**src/rtl/sat_pkg.sv**
```systemverilog
package sat_pkg;
    typedef enum logic [3:0] {
        OP_SADD  = 4'd0,
        OP_SSUB  = 4'd1,
        OP_SDBL  = 4'd2,
        OP_UADD  = 4'd3,
        OP_USUB  = 4'd4,
        OP_SCLMP = 4'd5,
        OP_UCLMP = 4'd6,
        OP_SCLM2 = 4'd7,
        OP_UCLM2 = 4'd8
    } sat_op_e;

    typedef enum logic {
        ST_IDLE   = 1'b0,
        ST_RESULT = 1'b1
    } sat_state_e;
endpackage

```
**src/rtl/sat_addsub.sv**
```systemverilog
module sat_addsub
    import sat_pkg::*;
#(
    parameter int W = 32
) (
    input  logic [3:0]   op,
    input  logic [W-1:0] a,
    input  logic [W-1:0] b,
    output logic [W-1:0] res,
    output logic         clamp
);
    localparam logic [W-1:0] SMAX = {1'b0, {(W-1){1'b1}}};
    localparam logic [W-1:0] SMIN = {1'b1, {(W-1){1'b0}}};

    logic [W:0]   sum_x;
    logic [W:0]   dif_x;
    logic         ovf_add;
    logic         ovf_sub;
    logic         dbl_hi;
    logic         dbl_lo;
    logic [W-1:0] sgn_bound;

    always_comb begin
        sum_x     = {1'b0, a} + {1'b0, b};
        dif_x     = {1'b0, a} - {1'b0, b};
        ovf_add   = (a[W-1] == b[W-1]) && (sum_x[W-1] != a[W-1]);
        ovf_sub   = (a[W-1] != b[W-1]) && (dif_x[W-1] != a[W-1]);
        dbl_hi    = !a[W-1] && a[W-2];
        dbl_lo    = a[W-1] && (!a[W-2] || (a[W-3:0] == '0));
        sgn_bound = a[W-1] ? SMIN : SMAX;
        res       = '0;
        clamp     = 1'b0;
        case (op)
            OP_SADD: begin
                clamp = ovf_add;
                res   = ovf_add ? sgn_bound : sum_x[W-1:0];
            end
            OP_SSUB: begin
                clamp = ovf_sub;
                res   = ovf_sub ? sgn_bound : dif_x[W-1:0];
            end
            OP_SDBL: begin
                clamp = dbl_hi || dbl_lo;
                res   = dbl_hi ? SMAX : (dbl_lo ? SMIN : {a[W-2:0], 1'b0});
            end
            OP_UADD: begin
                clamp = sum_x[W];
                res   = sum_x[W] ? '1 : sum_x[W-1:0];
            end
            OP_USUB: begin
                clamp = dif_x[W];
                res   = dif_x[W] ? '0 : dif_x[W-1:0];
            end
            default: begin
                res   = '0;
                clamp = 1'b0;
            end
        endcase
    end
endmodule

```
**src/rtl/sat_clamp.sv**
```systemverilog
module sat_clamp #(
    parameter int W  = 32,
    parameter int KW = $clog2(W)
) (
    input  logic [W-1:0]  val,
    input  logic [KW-1:0] k,
    input  logic          is_signed,
    output logic [W-1:0]  res,
    output logic          clamp
);
    logic [W-1:0] lim_hi;
    logic [W-1:0] lim_lo;
    logic         above;
    logic         below;

    always_comb begin
        lim_hi = (W'(1) << k) - W'(1);
        lim_lo = ~lim_hi;
        above  = $signed(val) > $signed(lim_hi);
        below  = is_signed ? ($signed(val) < $signed(lim_lo)) : val[W-1];
        clamp  = above || below;
        if (above)      res = lim_hi;
        else if (below) res = is_signed ? lim_lo : '0;
        else            res = val;
    end
endmodule

```
**src/rtl/sat_alu.sv**
```systemverilog
module sat_alu
    import sat_pkg::*;
#(
    parameter int W  = 32,
    parameter int KW = $clog2(W)
) (
    input  logic          clk,
    input  logic          rst_n,
    input  logic          start,
    input  logic [3:0]    op,
    input  logic [W-1:0]  a,
    input  logic [W-1:0]  b,
    input  logic [KW-1:0] sat_w,
    input  logic          clr_sat,
    output logic [W-1:0]  result,
    output logic          done,
    output logic          sat_flag
);
    localparam int H  = W / 2;
    localparam int NC = 3;

    sat_state_e state_q, state_n;

    logic [W-1:0] as_res;
    logic         as_clamp;
    logic [W-1:0] cl_in  [NC];
    logic [W-1:0] cl_res [NC];
    logic         cl_hit [NC];
    logic         uns_sel;
    logic [W-1:0] res_n;
    logic         clamp_n;
    logic [W-1:0] result_q;
    logic         flag_q;

    sat_addsub #(.W(W)) u_addsub (
        .op   (op),
        .a    (a),
        .b    (b),
        .res  (as_res),
        .clamp(as_clamp)
    );

    assign uns_sel  = (op == OP_UCLMP) || (op == OP_UCLM2);
    assign cl_in[0] = a;
    assign cl_in[1] = {{H{a[H-1]}}, a[H-1:0]};
    assign cl_in[2] = {{H{a[W-1]}}, a[W-1:H]};

    for (genvar g = 0; g < NC; g++) begin : g_clamp
        sat_clamp #(.W(W), .KW(KW)) u_clamp (
            .val      (cl_in[g]),
            .k        (sat_w),
            .is_signed(!uns_sel),
            .res      (cl_res[g]),
            .clamp    (cl_hit[g])
        );
    end

    always_comb begin
        case (op)
            OP_SCLMP, OP_UCLMP: begin
                res_n   = cl_res[0];
                clamp_n = cl_hit[0];
            end
            OP_SCLM2, OP_UCLM2: begin
                res_n   = {cl_res[2][H-1:0], cl_res[1][H-1:0]};
                clamp_n = cl_hit[1] || cl_hit[2];
            end
            default: begin
                res_n   = as_res;
                clamp_n = as_clamp;
            end
        endcase
    end

    always_comb begin
        unique case (state_q)
            ST_IDLE:   state_n = start ? ST_RESULT : ST_IDLE;
            ST_RESULT: state_n = start ? ST_RESULT : ST_IDLE;
            default:   state_n = ST_IDLE;
        endcase
    end

    always_ff @(posedge clk or negedge rst_n) begin
        if (!rst_n) state_q <= ST_IDLE;
        else        state_q <= state_n;
    end

    always_ff @(posedge clk or negedge rst_n) begin
        if (!rst_n) begin
            result_q <= '0;
            flag_q   <= 1'b0;
        end else begin
            if (start) result_q <= res_n;
            if (clr_sat)                 flag_q <= 1'b0;
            else if (start && clamp_n)   flag_q <= 1'b1;
        end
    end

    assign result   = result_q;
    assign done     = (state_q == ST_RESULT);
    assign sat_flag = flag_q;
endmodule

```
**config.mk**
```make
export PLATFORM = sky130hd
export DESIGN_NAME = sat_alu
export DESIGN_NICKNAME = d
export VERILOG_FILES = /design/src/rtl/sat_pkg.sv /design/src/rtl/sat_addsub.sv /design/src/rtl/sat_clamp.sv /design/src/rtl/sat_alu.sv
export SDC_FILE = /design/constraint.sdc
export NUM_CORES = 1
export LEC_CHECK = 0
export BUFFER_PORTS_ARGS = -buffer_cell sky130_fd_sc_hd__buf_2
export CAP_MARGIN = 20
export CELL_PAD_IN_SITES_DETAIL_PLACEMENT = 0
export CELL_PAD_IN_SITES_GLOBAL_PLACEMENT = 2
export CORE_ASPECT_RATIO = 0.5
export CORE_UTILIZATION = 30
export CTS_BUF_LIST = sky130_fd_sc_hd__clkbuf_8
export DETAILED_ROUTE_END_ITERATION = 6
export PLACE_DENSITY_LB_ADDON = 0.1
export REMOVE_ABC_BUFFERS = 1
export SYNTH_ARGS = -nofsm -noshare
export SYNTH_HDL_FRONTEND = slang
export SYNTH_SLANG_ARGS = --single-unit
export TNS_END_PERCENT = 30
```
**constraint.sdc**
```tcl
create_clock -name clk -period 1.2 [get_ports clk]
set_clock_uncertainty 0.1 [all_clocks]
set_input_delay 0.18 -clock clk [delete_from_list [all_inputs] [get_ports clk]]
set_output_delay 0.18 -clock clk [all_outputs]
set_load 0.1 [all_outputs]
```
==> flow_summary.json <==
{
  "status": "finished, violations left",
  "violations": "setup timing",
  "r2r_start": "sat_flag$_DFFE_PN0P_",
  "insertion_delay_ns": 0.32,
  "synth.avg_cell_area_sq_um": 6.988,
  "first_global_vias": 16620,
  "ys_async_sr_fraction_pct": 100.0,
  "ys.flop_type": "dfrtp_1",
  "cellPowerDensity_mw_per_mm2": 740.5,
  "die_y_microns": 145.1,
  "hold_violations": 0,
  "worst_path_max_delay_cell": "or4_4",
  "ir_worst_vdd_mv": 0.4283,
  "crit_arrival_ns": 4.66,
  "io_buffers": 110,
  "syn_inst": 1758,
  "cp-end-kind": "flip-flop",
  "synth_seq_cells": 34,
  "p_leak_nw": 9.653,
  "setup_violations": 59,
  "io_pins": 111,
  "place.detailed.hpwl_mm": 59.50,
  "firstDrtPassIters": 7,
  "final_cell_mix": "622 x buf_4, 224 x ha_1, 165 x nor2_1",
  "cts_buffer_depth": 2,
  "n_fill_cell": 3866,
  "hold_ws_ns": 0.2630,
  "syn_area_sq_mm": 0.01228,
  "path_class": "in -> reg",
  "min_period_ns": 4.559,
  "path_cells": "buf_2 > or3_4 > or2_4 > ha_4 > nor3_4 > buf_6 > a31oi_1 > o32ai_2 > buf_4 > buf_6 > inv_1 > ha_1 > a221oi_2 > o21bai_1 > or4_4 > o221a_4 > or2_4 > nand2_4 > o21ai_1 > a2111o_1 > o32a_1",
  "period_share_pct": 379.9,
  "synth_cell_type_count": 95,
  "grt_usage_pct": 33.63,
  "antenna_found_initial": 0,
  "yosysWarnings": 0,
  "globalplace.congestion": 0.9864,
  "final_nets": 2790,
  "utilization_pct": 52.36,
  "grt_pass1_wl_mm": 105.6,
  "cts_max_level": 2,
  "layout_commonest_cell": "buf_4",
  "routed_wl_mm": 73.21,
  "slew_headroom_pct": 59.24,
  "clk_pin_slew_ns": 0.09,
  "hp-class": "in -> async",
  "drt-initial-drc-count": 1611,
  "crit_path_start": "sat_w[1]",
  "cap_violations": 0,
  "multi_input_area_sq_mm": 0.01196,
  "antenna_left": 0,
  "rsz0062_at_grt": "true",
  "tightest_slew_ns": 0.6078,
  "route.vias.total": 17030,
  "globalRouteOverflowTotal": 0,
  "drive_above_1_share_pct": 41.22,
  "setup_ws_ns": -3.359,
  "cts_tree": "done",
  "fmax_mhz": 219.3,
  "clock-sinks": 34,
  "seq_area_frac_synth_pct": 6.926,
  "cts-root-buf": "clkbuf_8",
  "cp-start-kind": "input pin",
  "avgViaCountPerCell": 5.674,
  "grt_max_degree": 39,
  "fp.dieArea_sq_mm": 0.04181,
  "maxSlewViolCount": 0,
  "seqCellArea_sq_um": 857.1,
  "cp_max_fo": 6,
  "required_ns": 1.30,
  "num_rows": 51,
  "area_growth_syn_to_layout_pct": 68.90,
  "route.detailed.drc": 0,
  "synth_edf_count": 0,
  "die_w_microns": 288.2,
  "start_util_pct": 31.00,
  "avgRoutedWirePerCell_microns": 24.39,
  "cts_buffers": 5,
  "core_sq_mm": 0.03963,
  "cpPeakStageDelay_ns": 0.49
}
power by group:
group          switching [mW]  total [mW]  internal [mW]
combinational            7.19        12.8           5.57
sequential              0.264        1.60           1.34
clock                   0.548        1.01          0.457
total                    8.00        15.4           7.37
metrics by stage:
| stage | setup TNS, ns | setup slack (ns) | std cells | area [sq um] | power, mW |
|---|---|---|---|---|---|
| after floorplan | -133.40 | -4.400 | 1664 | 11880 | 6.753 |
| after global placement | -127.42 | -4.141 | 2929 | 18470 | 12.41 |
| after detailed placement | -130.72 | -4.249 | 2929 | 18470 | 12.55 |
| after CTS | -105.25 | -3.321 | 2964 | 19530 | 14.27 |
| after global routing | -110.76 | -3.436 | 2997 | 20740 | 16.08 |
| final | -106.34 | -3.359 | 3001 | 20750 | 15.36 |
cell families after synthesis:
family / after synthesis / synth area share [%]
AO/OA/AOI/OAI: 599 / 32.48
buffers and inverters: 227 / 7.333
multiplexers: 7 / 0.5704
adder cells (fa/ha/maj): 247 / 25.34
other: 2 / 0.06114
XOR/XNOR: 53 / 3.779
flip-flops: 34 / 6.926
AND/OR/NAND/NOR: 589 / 23.51
state kept, by name (all words and copies together) (netlist names):
register	count
sat_flag	1
done	1
result	32
what timing repair did:
| item | 4_1_cts | 5_1_grt |
|---|---|---|
| hold endpoints to repair | 35 | 0 |
| gates resized for setup | 163 | 161 |
| pin swaps | 64 | 88 |
| buffers inserted | 25 | 33 |
| hold buffers | 2 | 0 |
| endpoints found under the setup margin | 64 | 66 |
| cloned | 2 | 3 |
synthesized netlist by cell type (4+ instances only):
master / number / area share, %
a31oi_1: 34 / 1.7
or4_1: 6 / 0.37
xor2_1: 5 / 0.36
nand4_1: 33 / 1.7
nand2b_1: 15 / 0.76
o31ai_1: 23 / 1.4
clkbuf_1: 62 / 1.9
o32a_1: 15 / 1.2
and2_1: 11 / 0.56
nor4_1: 26 / 1.3
o22ai_1: 19 / 0.97
o22a_1: 4 / 0.29
and3_1: 8 / 0.41
o21ai_0: 105 / 4.3
mux2i_1: 7 / 0.57
buf_2: 30 / 1.2
o211ai_1: 25 / 1.5
a41oi_1: 8 / 0.57
o21ai_1: 6 / 0.24
nor3_1: 37 / 1.5
nor4b_1: 7 / 0.50
o21bai_1: 20 / 1.2
o2111ai_1: 7 / 0.50
or2_2: 6 / 0.31
o21a_1: 11 / 0.67
a21o_1: 19 / 1.2
a221oi_1: 19 / 1.4
dfrtp_1: 34 / 6.9
nor2_1: 173 / 5.3
a21oi_1: 170 / 6.9
a2111oi_0: 11 / 0.78
o2bb2ai_1: 4 / 0.29
xnor2_1: 48 / 3.4
ha_1: 244 / 25
or3_1: 10 / 0.51
inv_1: 127 / 3.9
o31a_1: 5 / 0.36
a211oi_1: 31 / 1.9
nand3_1: 45 / 1.8
a22oi_1: 8 / 0.49
nor2b_1: 41 / 2.1
o221ai_1: 6 / 0.43
nand2_1: 143 / 4.4
area by class of cell:
cell class / count / area share (%)
antenna: 4 / 0.04824
multi-input combinational: 1500 / 57.65
sequential: 34 / 4.131
inverter: 130 / 2.370
timing repair buffer: 795 / 32.17
tap: 530 / 3.196
clock buffer: 6 / 0.3980
clock inverter: 2 / 0.04221
critical path, delay by kind of cell:
| family | cells | cell delay [ns] |
|---|---|---|
| compound gates | 8 | 1.77 |
| simple gates | 6 | 1.69 |
| buf+inv | 5 | 0.63 |
| fa+ha+maj | 2 | 0.38 |
worst paths after layout:
path / to / slack, ns / cells past startpoint
max: result[9]$_DFFE_PN0P_ / -3.36 / 21
min: result[25]$_DFFE_PN0P_ / 0.26 / 3
max reg2reg: sat_flag$_DFFE_PN0P_ / 0.14 / 4
min reg2reg: result[28]$_DFFE_PN0P_ / 0.47 / 1
max in group asynchronous: result[9]$_DFFE_PN0P_ / 0.48 / 3
min in group clk: result[16]$_DFFE_PN0P_ / 0.30 / 4
routing by layer:
layer	part of all wire (%)	vias to the layer above	track usage [%]
met5	0	-	0
met1	47	8331	48.53
met3	7.5	96	5.204
li1	-	7908	-
met2	43	693	51.81
met4	2.5	0	7.593
Note: power is estimated with default switching activity, not from simulation.
